## config.mk

```make
export PLATFORM = sky130hd
export DESIGN_NAME = sysbus_ctrl
export DESIGN_NICKNAME = d
export VERILOG_FILES = /design/src/rtl/sysbus_pkg.sv /design/src/rtl/sysbus_arb.sv /design/src/rtl/sysbus_dec.sv /design/src/rtl/sysbus_fsm.sv /design/src/rtl/sysbus_ctrl.sv
export SDC_FILE = /design/constraint.sdc
export NUM_CORES = 1
export LEC_CHECK = 0
export BUFFER_PORTS_ARGS = -buffer_cell sky130_fd_sc_hd__buf_2
export CAP_MARGIN = 20
export CELL_PAD_IN_SITES_DETAIL_PLACEMENT = 1
export CELL_PAD_IN_SITES_GLOBAL_PLACEMENT = 2
export CORE_MARGIN = 5
export CORE_UTILIZATION = 24
export DETAILED_ROUTE_END_ITERATION = 16
export PLACE_DENSITY = 0.83
export SYNTH_ARGS = -nofsm -noshare
export SYNTH_HDL_FRONTEND = slang
export SYNTH_HIERARCHICAL = 1
export SYNTH_SLANG_ARGS = --single-unit
```

## constraint.sdc

```tcl
create_clock -name clk -period 1.8 [get_ports clk]
set_input_delay 0.54 -clock clk [delete_from_list [all_inputs] [get_ports clk]]
set_output_delay 0.54 -clock clk [all_outputs]
set_load 0.02 [all_outputs]
```

## src/rtl/sysbus_pkg.sv

```systemverilog
// Shared types for the system bus controller.
package sysbus_pkg;
    typedef enum logic [1:0] {
        ST_IDLE = 2'd0,
        ST_XFER = 2'd1,
        ST_REL  = 2'd2
    } bus_state_t;

    typedef enum logic {
        TGT_MEM = 1'b0,
        TGT_IO  = 1'b1
    } bus_tgt_t;
endpackage

```

## src/rtl/sysbus_arb.sv

```systemverilog
// Two-master round-robin picker.
// Assumes: pick is high only when at least one request is high.
// On a tie the master not granted last wins; a lone requester always wins.
module sysbus_arb (
    input  logic       clk,
    input  logic       rst_n,
    input  logic [1:0] req,
    input  logic       pick,
    output logic       win
);
    logic last_q;

    // choose the winner from the current requests and the last owner
    always_comb begin
        if (req == 2'b11) win = ~last_q;
        else              win = req[1];
    end

    // remember who was granted last; reset favours master 0 on the first tie
    always_ff @(posedge clk) begin
        if (!rst_n)    last_q <= 1'b1;
        else if (pick) last_q <= win;
    end
endmodule

```

## src/rtl/sysbus_dec.sv

```systemverilog
// Address split: top bit selects the module, the rest is the local offset.
// Assumes AW >= 2.
module sysbus_dec
    import sysbus_pkg::*;
#(
    parameter int AW = 8
) (
    input  logic [AW-1:0] addr,
    output bus_tgt_t      tgt,
    output logic [AW-2:0] off
);
    // module select from the high-order bit, offset from the remainder
    always_comb begin
        tgt = addr[AW-1] ? TGT_IO : TGT_MEM;
        off = addr[AW-2:0];
    end
endmodule

```

## src/rtl/sysbus_fsm.sv

```systemverilog
// Transfer sequencer: idle -> transfer -> release.
// Ends a transfer on a hit or after TIMEOUT strobe cycles.
// Assumes start is only raised in the idle state.
module sysbus_fsm
    import sysbus_pkg::*;
#(
    parameter int TIMEOUT = 16
) (
    input  logic       clk,
    input  logic       rst_n,
    input  logic       start,
    input  logic       hit,
    output bus_state_t state,
    output logic       fin_ok,
    output logic       fin_to
);
    localparam int CW = (TIMEOUT > 1) ? $clog2(TIMEOUT) : 1;
    localparam logic [CW-1:0] CNT_LAST = CW'(TIMEOUT - 1);

    logic [CW-1:0] cnt_q;

    // completion conditions of the transfer state
    always_comb begin
        fin_ok = (state == ST_XFER) && hit;
        fin_to = (state == ST_XFER) && !hit && (cnt_q == CNT_LAST);
    end

    // state register and strobe-cycle counter
    always_ff @(posedge clk) begin
        if (!rst_n) begin
            state <= ST_IDLE;
            cnt_q <= '0;
        end else begin
            case (state)
                ST_IDLE: begin
                    cnt_q <= '0;
                    if (start) state <= ST_XFER;
                end
                ST_XFER: begin
                    if (fin_ok || fin_to) state <= ST_REL;
                    else                  cnt_q <= cnt_q + 1'b1;
                end
                default: state <= ST_IDLE;
            endcase
        end
    end
endmodule

```

## src/rtl/sysbus_ctrl.sv

```systemverilog
// Shared system bus controller: two masters, one memory and one I/O module.
// Grants the bus round-robin, latches the winner's command, decodes the
// address, drives one strobe, waits for the selected acknowledge or a
// timeout, returns done/error/read data, then releases the grant.
// Assumes masters hold their request until done.
module sysbus_ctrl
    import sysbus_pkg::*;
#(
    parameter int AW      = 8,
    parameter int DW      = 8,
    parameter int TIMEOUT = 16
) (
    input  logic            clk,
    input  logic            rst_n,
    input  logic [1:0]      m_req,
    input  logic [1:0]      m_wr,
    input  logic [2*AW-1:0] m_addr,
    input  logic [2*DW-1:0] m_wdata,
    output logic [1:0]      m_gnt,
    output logic [1:0]      m_done,
    output logic            m_err,
    output logic [DW-1:0]   m_rdata,
    output logic [AW-2:0]   bus_off,
    output logic [DW-1:0]   bus_wdata,
    output logic            mem_rd,
    output logic            mem_wr,
    output logic            io_rd,
    output logic            io_wr,
    input  logic            mem_ack,
    input  logic [DW-1:0]   mem_rdata,
    input  logic            io_ack,
    input  logic [DW-1:0]   io_rdata
);
    localparam int NM = 2;

    logic [AW-1:0] addr_arr  [NM];
    logic [DW-1:0] wdata_arr [NM];

    // split the flat master buses into per-master lanes
    for (genvar g = 0; g < NM; g++) begin : g_lane
        assign addr_arr[g]  = m_addr[g*AW +: AW];
        assign wdata_arr[g] = m_wdata[g*DW +: DW];
    end

    bus_state_t    state;
    logic          win, grant_now, hit, fin_ok, fin_to;
    logic [1:0]    gnt_q, done_q;
    logic          wr_q, err_q;
    logic [AW-1:0] addr_q;
    logic [DW-1:0] wdata_q, rdata_q;
    bus_tgt_t      tgt;
    logic [AW-2:0] off;

    assign grant_now = (state == ST_IDLE) && (m_req != 2'b00);

    sysbus_arb u_arb (
        .clk   (clk),
        .rst_n (rst_n),
        .req   (m_req),
        .pick  (grant_now),
        .win   (win)
    );

    sysbus_dec #(.AW(AW)) u_dec (
        .addr (addr_q),
        .tgt  (tgt),
        .off  (off)
    );

    sysbus_fsm #(.TIMEOUT(TIMEOUT)) u_fsm (
        .clk    (clk),
        .rst_n  (rst_n),
        .start  (grant_now),
        .hit    (hit),
        .state  (state),
        .fin_ok (fin_ok),
        .fin_to (fin_to)
    );

    // only the addressed module's acknowledge counts
    assign hit = (tgt == TGT_MEM) ? mem_ack : io_ack;

    // grant, command latch and completion reporting
    always_ff @(posedge clk) begin
        if (!rst_n) begin
            gnt_q   <= '0;
            done_q  <= '0;
            err_q   <= 1'b0;
            wr_q    <= 1'b0;
            addr_q  <= '0;
            wdata_q <= '0;
            rdata_q <= '0;
        end else begin
            done_q <= '0;
            if (grant_now) begin
                gnt_q   <= win ? 2'b10 : 2'b01;
                wr_q    <= m_wr[win];
                addr_q  <= addr_arr[win];
                wdata_q <= wdata_arr[win];
            end
            if (fin_ok || fin_to) begin
                done_q  <= gnt_q;
                err_q   <= fin_to;
                rdata_q <= (fin_ok && !wr_q)
                         ? ((tgt == TGT_MEM) ? mem_rdata : io_rdata) : '0;
            end
            if (state == ST_REL) gnt_q <= '0;
        end
    end

    // strobes and shared data lines follow the latched command
    always_comb begin
        mem_rd    = (state == ST_XFER) && (tgt == TGT_MEM) && !wr_q;
        mem_wr    = (state == ST_XFER) && (tgt == TGT_MEM) &&  wr_q;
        io_rd     = (state == ST_XFER) && (tgt == TGT_IO)  && !wr_q;
        io_wr     = (state == ST_XFER) && (tgt == TGT_IO)  &&  wr_q;
        bus_wdata = ((state == ST_XFER) && wr_q) ? wdata_q : '0;
        bus_off   = off;
    end

    assign m_gnt   = gnt_q;
    assign m_done  = done_q;
    assign m_err   = err_q;
    assign m_rdata = rdata_q;
endmodule

```

# Yosys cells after proc, flatten, opt, wreduce, memory -nomap -nowiden

Index checks and enable logic that the tools add are counted.

Register bits: 37
Latch bits: 0
Memory bits (writable): 0
Memory bits (read-only): 0
Output and inout bits: 32
Logic and storage cells: 66
Memories: 0

Add/subtract/negate cells: 1
$mul: 0
Divide/modulo/power cells: 0
$lt $le $gt $ge: 2
Eq/ne operators: 7
Shift operators: 0
Multiplexer cells: 20
Bitwise gates (word level): 4
Reductions and logical operators: 22

Operators with widths:

| operator              | count |
|---|---|
| $mux W8               | 9 |
| $logic_and A1 B1 Y1   | 12 |
| $pmux W4 S2           | 1 |
| $mux W2               | 3 |
| $ne A2 B2 Y1 const B  | 3 |
| $reduce_and A2 Y1     | 3 |
| $mux W1               | 5 |
| $add A4 B1 Y4 const B | 1 |
| $eq A2 B2 Y1 const B  | 2 |
| $eq A4 B4 Y1 const B  | 1 |
| $mux W4               | 1 |
| $pmux W2 S2           | 1 |
| $reduce_bool A2 Y1    | 2 |
| $not A1 Y1            | 3 |
| $eq A2 B1 Y1 const B  | 1 |
| $ge A2 B2 Y1 const B  | 1 |
| $logic_not A1 Y1      | 2 |
| $logic_not A2 Y1      | 1 |
| $lt A1 B2 Y1 const B  | 1 |
| $not A1 Y2            | 1 |
| $reduce_or A2 Y1      | 1 |
| $logic_or A1 B1 Y1    | 1 |

# Logic depth before layout (Yosys ltp)

Gate-level depths: netlist of the first run.

Depth in word-level cells: 8
Mapped depth: 8
Mapped depth without buffers: 6

# By module

Netlist of the first run, hierarchy kept.

Modules (own cells, without submodules):

| module      | times used | cells an instance | area each (µm²) | seq. area each (µm²) |
|---|---|---|---|---|
| sysbus_ctrl | 1          | 150               | 1508.9          | 600.6 |
| sysbus_fsm  | 1          | 34                | 312.8           | 120.1 |
| sysbus_dec  | 1          | 8                 | 60.1            | 0.0 |
| sysbus_arb  | 1          | 5                 | 46.3            | 20.0 |

# Least setup slack after synthesis of the first run

OpenSTA, ideal clock, no wires.

Path kind: register to register
Start: register addr_q[7]
End: register rdata_q[0], in the netlist m_rdata[0]
Library setup time: 0.118 ns
Data arrival time: 1.852 ns
Data required time: 1.682 ns
Slack: -0.170 ns
Stages on the path, launching flop included: 9
Path buffers: 2
Cells stage by stage: dfxtp_1 -> buf_4 -> buf_2 -> mux2_2 -> or3b_4 -> nor2_1 -> nor2_1 -> a22oi_1 -> nor2b_1

Longest elaborated chain between the ends: 6
Elaborated cells between the ends (all ways): 10
Those cells by class: mux (4); reduce/logical (6)

Ends and longest elaborated chain:

| item                             | RTL line           | text |
|---|---|---|
| start, declared                  | sysbus_ctrl.sv:49  | `logic [AW-1:0] addr_q;` |
| start signal, assigned           | sysbus_ctrl.sv:98  | `addr_q <= addr_arr[win];` |
| $mux W1                          | sysbus_dec.sv:14   | `tgt = addr[AW-1] ? TGT_IO : TGT_MEM;` |
| net tgt                          | sysbus_ctrl.sv:51  | `bus_tgt_t tgt;` |
| $mux W1                          | sysbus_ctrl.sv:81  | `assign hit = (tgt == TGT_MEM) ? mem_ack : io_ack;` |
| net hit                          | sysbus_ctrl.sv:46  | `logic win, grant_now, hit, fin_ok, fin_to;` |
| $logic_not A1 Y1                 | sysbus_fsm.sv:25   | `fin_to = (state == ST_XFER) && !hit && (cnt_q == CNT_LAST);` |
| $logic_and A1 B1 Y1 (2 in a row) | sysbus_fsm.sv:25   |  |
| net fin_to                       | sysbus_ctrl.sv:46  |  |
| $logic_or A1 B1 Y1               | sysbus_ctrl.sv:101 | `if (fin_ok \|\| fin_to) begin` |
| end signal, assigned             | sysbus_ctrl.sv:104 | `rdata_q <= (fin_ok && !wr_q)` |
| end, declared                    | sysbus_ctrl.sv:50  | `logic [DW-1:0] wdata_q, rdata_q;` |

The timed path passes the listed nets, and every way through them passes these cells.
A chain may end at the register's enable or synchronous reset.

# Final worst setup path of the first run

Start: register addr_q[7]
End: output mem_rd

Longest elaborated chain between the ends: 4

Ends and longest elaborated chain:

| item                             | RTL line           | text |
|---|---|---|
| $mux W1                          | sysbus_dec.sv:14   |  |
| $not A1 Y1                       | sysbus_ctrl.sv:113 | `mem_rd = (state == ST_XFER) && (tgt == TGT_MEM) && !wr_q;` |
| $logic_and A1 B1 Y1 (2 in a row) | sysbus_ctrl.sv:113 |  |
| end, declared                    | sysbus_ctrl.sv:25  | `output logic mem_rd,` |

Every way passes these cells.

==> flow_summary.json, run 1 <==
{
  "cts_tree": "done",
  "crit_start": "addr_q[7]",
  "clockBufferDepth": 2,
  "fin_tns_setup_ns": 0,
  "n_antenna_cell": 0,
  "synth_edf_count": 0,
  "die_h_um": 99.6,
  "finalSetupViolations": 0,
  "worst_pin_slew_ns": 0.678,
  "cts_hold_buf": 0,
  "post_drt_via_cell_ratio": 4.72,
  "row_count": 32,
  "path_max_fanout": 13,
  "final-max-slew-violation-count": 0,
  "fmax_mhz": 564,
  "ys.flop_type": "dfxtp_1",
  "ys_ff_latch": 37,
  "p_per_area_nw_per_um2": 945,
  "drt_pass1_iterations": 4,
  "ys_async_sr_fraction_pct": 0,
  "drcViolationCount": 0,
  "syn_area_um2": 1930,
  "grt_usage_pct": 11.5,
  "final.period_utilization_pct": 98.5,
  "grt_max_degree": 19,
  "whs_ns": 0.495,
  "design.core.area_um2": 7770,
  "rsz0062_at_grt": "yes",
  "max_slew_margin_pct": 54.8,
  "arrival_ns": 1.23,
  "r2r_start": "addr_q[7]",
  "h-tree-depth": 2,
  "finalHoldViolCount": 0,
  "vias": 1851,
  "overflow": 0,
  "startpoint_type": "flop",
  "cts_made_buffers": 5,
  "hold_class": "flop to flop",
  "drive_gt1_share_pct": 50.7,
  "synth_nets": 254,
  "fin_area_um2": 2780,
  "grt_pass1_wl_um": 9390,
  "area_growth_pct": 44.4,
  "cp.required_ns": 1.26,
  "endpoint_kind": "output pin",
  "leakagePower_nw": 1.38,
  "crit_type": "flop to output pin",
  "ys_seq_area_share_pct": 38.4,
  "clk_pin_slew_worst_paths_ns": 0.09,
  "drt_iter0_drc": 44,
  "place.gp.congestion": 0.696,
  "instances_no_fill": 392,
  "cp-endpoint": "mem_rd",
  "routed_wl_um": 5870,
  "boundaryPins": 88,
  "cts_sinks": 37,
  "design.die.area_um2": 9930,
  "synth_cells": 197,
  "finClkSkew_ns": 0.0110,
  "reg2reg_slack_ns": 0.05,
  "hpwl_um": 4350,
  "synth_area_per_cell_um2": 9.79,
  "postPlaceCellArea_um2": 2520,
  "synth_warnings": 6,
  "wl_per_cell_um": 15.0,
  "numPortBuffers": 87,
  "cts_root_buf": "clkbuf_8",
  "insertion_delay_ns": 0.29,
  "grt_pass1_vias": 1974,
  "die_w_um": 99.6,
  "dpl.cell_count": 381,
  "start_util_pct": 24.8,
  "drv_cap": 0,
  "period_needed_ns": 1.77,
  "reg2reg_to": "m_rdata[0]",
  "synth_cell_types": 40,
  "nNetsFinal": 346,
  "antenna_found_initial": 0,
  "ir_drop_mv": 0.299,
  "r2r_cells": 6,
  "drtAntennaViolNets": 0,
  "outcome": "complete, no violations"
}
==> cell usage in the layout (no fill, tap or decap), types with 2 or more instances in the layout <==
master    synthesis  routed
and3_4            0       2
nor2_1            4       2
buf_2             4      78
mux2i_1          17      17
o21ai_0           5       5
nor3_1            2       2
nor2b_1          12      10
o211a_1          17      17
a21oi_1           3       3
nand3_1          21      21
nor2_4            1       3
and2_1            9       7
and3_1            2       2
buf_6             1       6
buf_4            10      18
nand2_1           3       3
a21boi_0          2       2
a22oi_2           0       3
clkbuf_8          0       5
dfxtp_1          37      33
buf_12            0       2
mux2_2            9       8
and2_4            0       2
a22oi_1           8       5
and3b_1           2       2
o21a_1            4       4
dfxtp_2           0       3
==> what timing repair did <==
action	in CTS	in global routing
buffers inserted	1	1
pin swaps	1	1
gates cloned	0	1
resized for setup	9	27
setup endpoints to repair	12	19
==> synth_stat cells, types with 2 or more instances <==
library cell | instances | area (µm²)
and3_1 | 2 | 12.5
nand3_1 | 21 | 105
nor2b_1 | 12 | 75.1
mux2i_1 | 17 | 170
clkbuf_1 | 5 | 18.8
o211a_1 | 17 | 170
nor2_1 | 4 | 15.0
a21oi_1 | 3 | 15.0
nand2_1 | 3 | 11.3
buf_2 | 4 | 20.0
buf_4 | 10 | 75.1
a21boi_0 | 2 | 15.0
mux2_2 | 9 | 101
and3b_1 | 2 | 17.5
and2_1 | 9 | 56.3
dfxtp_1 | 37 | 741
nor3_1 | 2 | 10.0
inv_1 | 2 | 7.51
o21ai_0 | 5 | 25.0
o21a_1 | 4 | 30.0
a22oi_1 | 8 | 60.1
==> cell type report <==
class | count | area, µm²
Fill cell | 946 | 4980
Multi-Input combinational cell | 139 | 1150
Tap cell | 102 | 128
Clock buffer | 5 | 68.8
Timing Repair Buffer | 104 | 633
Sequential cell | 37 | 748
Clock inverter | 3 | 46.3
Inverter | 2 | 7.51
==> layer usage <==
metal | wire length (µm) | part of all wire, % | GRT usage (%)
met5 | 0 | 0 | 0
met4 | 34 | 0.58 | 2.52
met3 | 417 | 7.1 | 3.02
met2 | 2900 | 49 | 20.4
met1 | 2520 | 43 | 14.0
==> worst max-delay path, cell delays in order, from the launching register on <==
cell,delay (ns)
dfxtp_4,0.37
buf_12,0.15
nor4b_4,0.24
buf_4,0.18
==> stage by stage <==
step	util [%]	power [mW]	setup WS [ns]
after floorplan	-	1.57	-0.0204
after global placement	32.5	1.80	-0.106
after detailed placement	32.5	1.83	-0.174
after CTS	34.4	2.60	-0.0161
after global routing	35.8	2.79	-0.0358
final	35.8	2.63	0.0263
==> power breakdown <==
part           total (mW)  leakage (nW)  switching [mW]  internal, mW
combinational       0.891          1.02           0.455         0.436
clock               0.741        0.0543           0.326         0.415
sequential          0.998         0.306          0.0677         0.930
total                2.63          1.38           0.849          1.78
==> flip-flops by register name, summed over array words and instances, names as in the netlist <==
register and count:
addr_q 8, m_done 2, m_err 1, m_gnt 2, m_rdata 8, u_arb/last_q 1, u_fsm/cnt_q 4, u_fsm/state 2
wdata_q 8, wr_q 1
==> logic make-up (layout without fill, tap and decap cells) <==
group / after synthesis / in the layout / share of synthesized area (%)
and+or+nand+nor: 68 / 69 / 21.9
AOI/OAI and AO/OA: 43 / 43 / 18.1
DFF: 37 / 37 / 38.4
muxes: 26 / 26 / 14.1
buffers and inverters: 22 / 114 / 6.88
adders and majority gates: 1 / 1 / 0.649
==> how the worst min path moves through the flow <==
stage / start / endpoint / slack (ns) / depth (start not counted)
final: wdata_q[7] / wdata_q[7] / 0.50 / 1
after CTS: wdata_q[7] / wdata_q[7] / 0.50 / 1
after global placement: wdata_q[4] / wdata_q[4] / 0.47 / 1
after detailed placement: wdata_q[7] / wdata_q[7] / 0.48 / 1
after floorplan: wdata_q[3] / wdata_q[3] / 0.46 / 1
after global routing: wdata_q[2] / wdata_q[2] / 0.52 / 1
(Power assumes the default switching activity.)
==> inputs of run 2 (changes only) <==
Settings changed: CTS_BUF_LIST set to sky130_fd_sc_hd__clkbuf_8 sky130_fd_sc_hd__clkbuf_16, PLACE_DENSITY 0.83 to not set, PLACE_DENSITY_LB_ADDON set to 0.2.
==> run 2 against run 1 <==
Register-to-register slack gained 0.04 ns. Design area up 2.1%. Routed wire length is 0.41% lower. Die area stayed put. Core utilization is 0.76 points higher. Non-clock buffer count is 3 higher. Clock power is 16% higher. Clock-buffer cell count unchanged. Combinational power barely moved. Maximum frequency fell by 0.35%. Critical endpoint is now bus_wdata[5]. Largest cell class unchanged.
==> flow_summary.json, run 2 (synthesis results as in run 1) <==
{
  "outcome": "complete, no violations",
  "dpl.cell_count": 384,
  "crit_chain": "inv_2 > and3_4 > buf_12 > and2_4 > buf_6",
  "n_antenna_cell": 0,
  "drcViolationCount": 0,
  "hold_class": "flop to flop",
  "fin_tns_setup_ns": 0,
  "whs_ns": 0.501,
  "nNetsFinal": 348,
  "vias": 1804,
  "wl_per_cell_um": 14.8,
  "rsz0062_at_grt": "yes",
  "grt_usage_pct": 12.0,
  "cts_made_buffers": 5,
  "finClkSkew_ns": 0.00489,
  "routed_wl_um": 5850,
  "seq_area_um2": 748,
  "h-tree-depth": 2,
  "numPortBuffers": 87,
  "fillers": 934,
  "antenna_found_initial": 0,
  "final.period_utilization_pct": 98.9,
  "crit_type": "flop to output pin",
  "p_per_area_nw_per_um2": 966,
  "multiInputGateArea_um2": 1130,
  "mostFrequentLayoutCell": "buf_2",
  "drt_pass1_iterations": 3,
  "startpoint_type": "flop",
  "cts_hold_buf": 0,
  "grt_pass1_wl_um": 9480,
  "grt_pass1_vias": 1922,
  "overflow": 0,
  "final_cell_mix": "buf_2 (75), dfxtp_1 (33), nand3_1 (21)",
  "drive_gt1_share_pct": 52.1,
  "design.die.area_um2": 9930,
  "period_needed_ns": 1.78,
  "ir_drop_mv": 0.296,
  "cts_tree": "done",
  "finalHoldViolCount": 0,
  "arrival_ns": 1.24,
  "drtAntennaViolNets": 0,
  "cp.required_ns": 1.26,
  "postPlaceCellArea_um2": 2560,
  "max_slew_margin_pct": 54.5,
  "endpoint_kind": "output pin",
  "path_max_fanout": 7,
  "leakagePower_nw": 1.42,
  "die_h_um": 99.6,
  "final-max-slew-violation-count": 0,
  "fmax_mhz": 562,
  "power_mw": 2.75,
  "worst_pin_slew_ns": 0.682,
  "cts_sinks": 37,
  "clk_pin_slew_worst_paths_ns": 0.08,
  "start_util_pct": 24.8,
  "clockBufferDepth": 2,
  "cts_root_buf": "clkbuf_8",
  "row_count": 32,
  "insertion_delay_ns": 0.29,
  "place.gp.congestion": 0.660,
  "grt_max_degree": 19,
  "hpwl_um": 4480,
  "die_w_um": 99.6,
  "boundaryPins": 88,
  "area_growth_pct": 47.4,
  "crit_slowest_cell": "dfxtp_2",
  "finalSetupViolations": 0,
  "design.core.area_um2": 7770,
  "drt_iter0_drc": 17,
  "cp_num_buf_inv": 3,
  "slowest_delay_ns": 0.33,
  "instances_no_fill": 394,
  "fin_area_um2": 2840,
  "cp_top_family": "flip-flops",
  "post_drt_via_cell_ratio": 4.58,
  "drv_cap": 0
}
[run 2: cell count changes in the layout (fill, tap and decap cells not counted), sizes merged]
| cell | previous run | this run |
|---|---|---|
| and3 | 4 | 3 |
| clkinvlp | 1 | 0 |
| buf | 104 | 107 |
| bufinv | 1 | 2 |
[run 2: final cells by class]
type                            count  share of cell area, %
Inverter                            2                  0.264
Sequential cell                    37                   26.3
Clock inverter                      3                   2.29
Tap cell                          102                   4.49
Timing Repair Buffer              107                   24.6
Multi-Input combinational cell    138                   39.7
Clock buffer                        5                   2.42
[run 2: through the flow]
stage	util (%)	worst slack, ns
2_1_floorplan	-	-0.0204
6_report	36.6	0.0200
5_1_grt	36.6	-0.0615
4_1_cts	36.0	-0.0151
3_5_place_dp	32.9	-0.200
3_3_place_gp	32.9	-0.115
[run 2: metal layers]
metal / global-route usage [%] / wire, µm / vias to the layer above
li1: - / - / 902
met1: 15.0 / 2550 / 841
met2: 19.5 / 2820 / 57
met3: 4.28 / 457 / 4
met4: 3.47 / 21 / 0
met5: 0 / 0 / -
[run 2: report_power, final]
| group | internal (mW) | leakage, nW | switching (mW) |
|---|---|---|---|
| clock network | 0.551 | 0.0681 | 0.312 |
| registers | 0.930 | 0.306 | 0.0643 |
| logic | 0.442 | 1.05 | 0.446 |
| total | 1.92 | 1.42 | 0.822 |
[run 2: worst reg2reg max path: stages, from the launching register on]
cell and delay [ns]:
dfxtp_4 0.38, mux2_4 0.31, or3b_4 0.42, nor2_4 0.15, nor2_4 0.08, a22oi_1 0.19
nor2b_1 0.07
[run 2: what timing repair did]
action / CTS / global route
pin swaps: 9 / 4
setup buffers: 0 / 2
endpoints found under the setup margin: 12 / 20
gates resized for setup: 37 / 8
[run 2: worst paths after layout]
check,startpoint,end,slack [ns],cells past startpoint
max,u_fsm/state[1],bus_wdata[5],0.02,5
min,addr_q[2],addr_q[2],0.50,1
max reg2reg,addr_q[7],m_rdata[3],0.09,6
min reg2reg,addr_q[2],addr_q[2],0.50,1
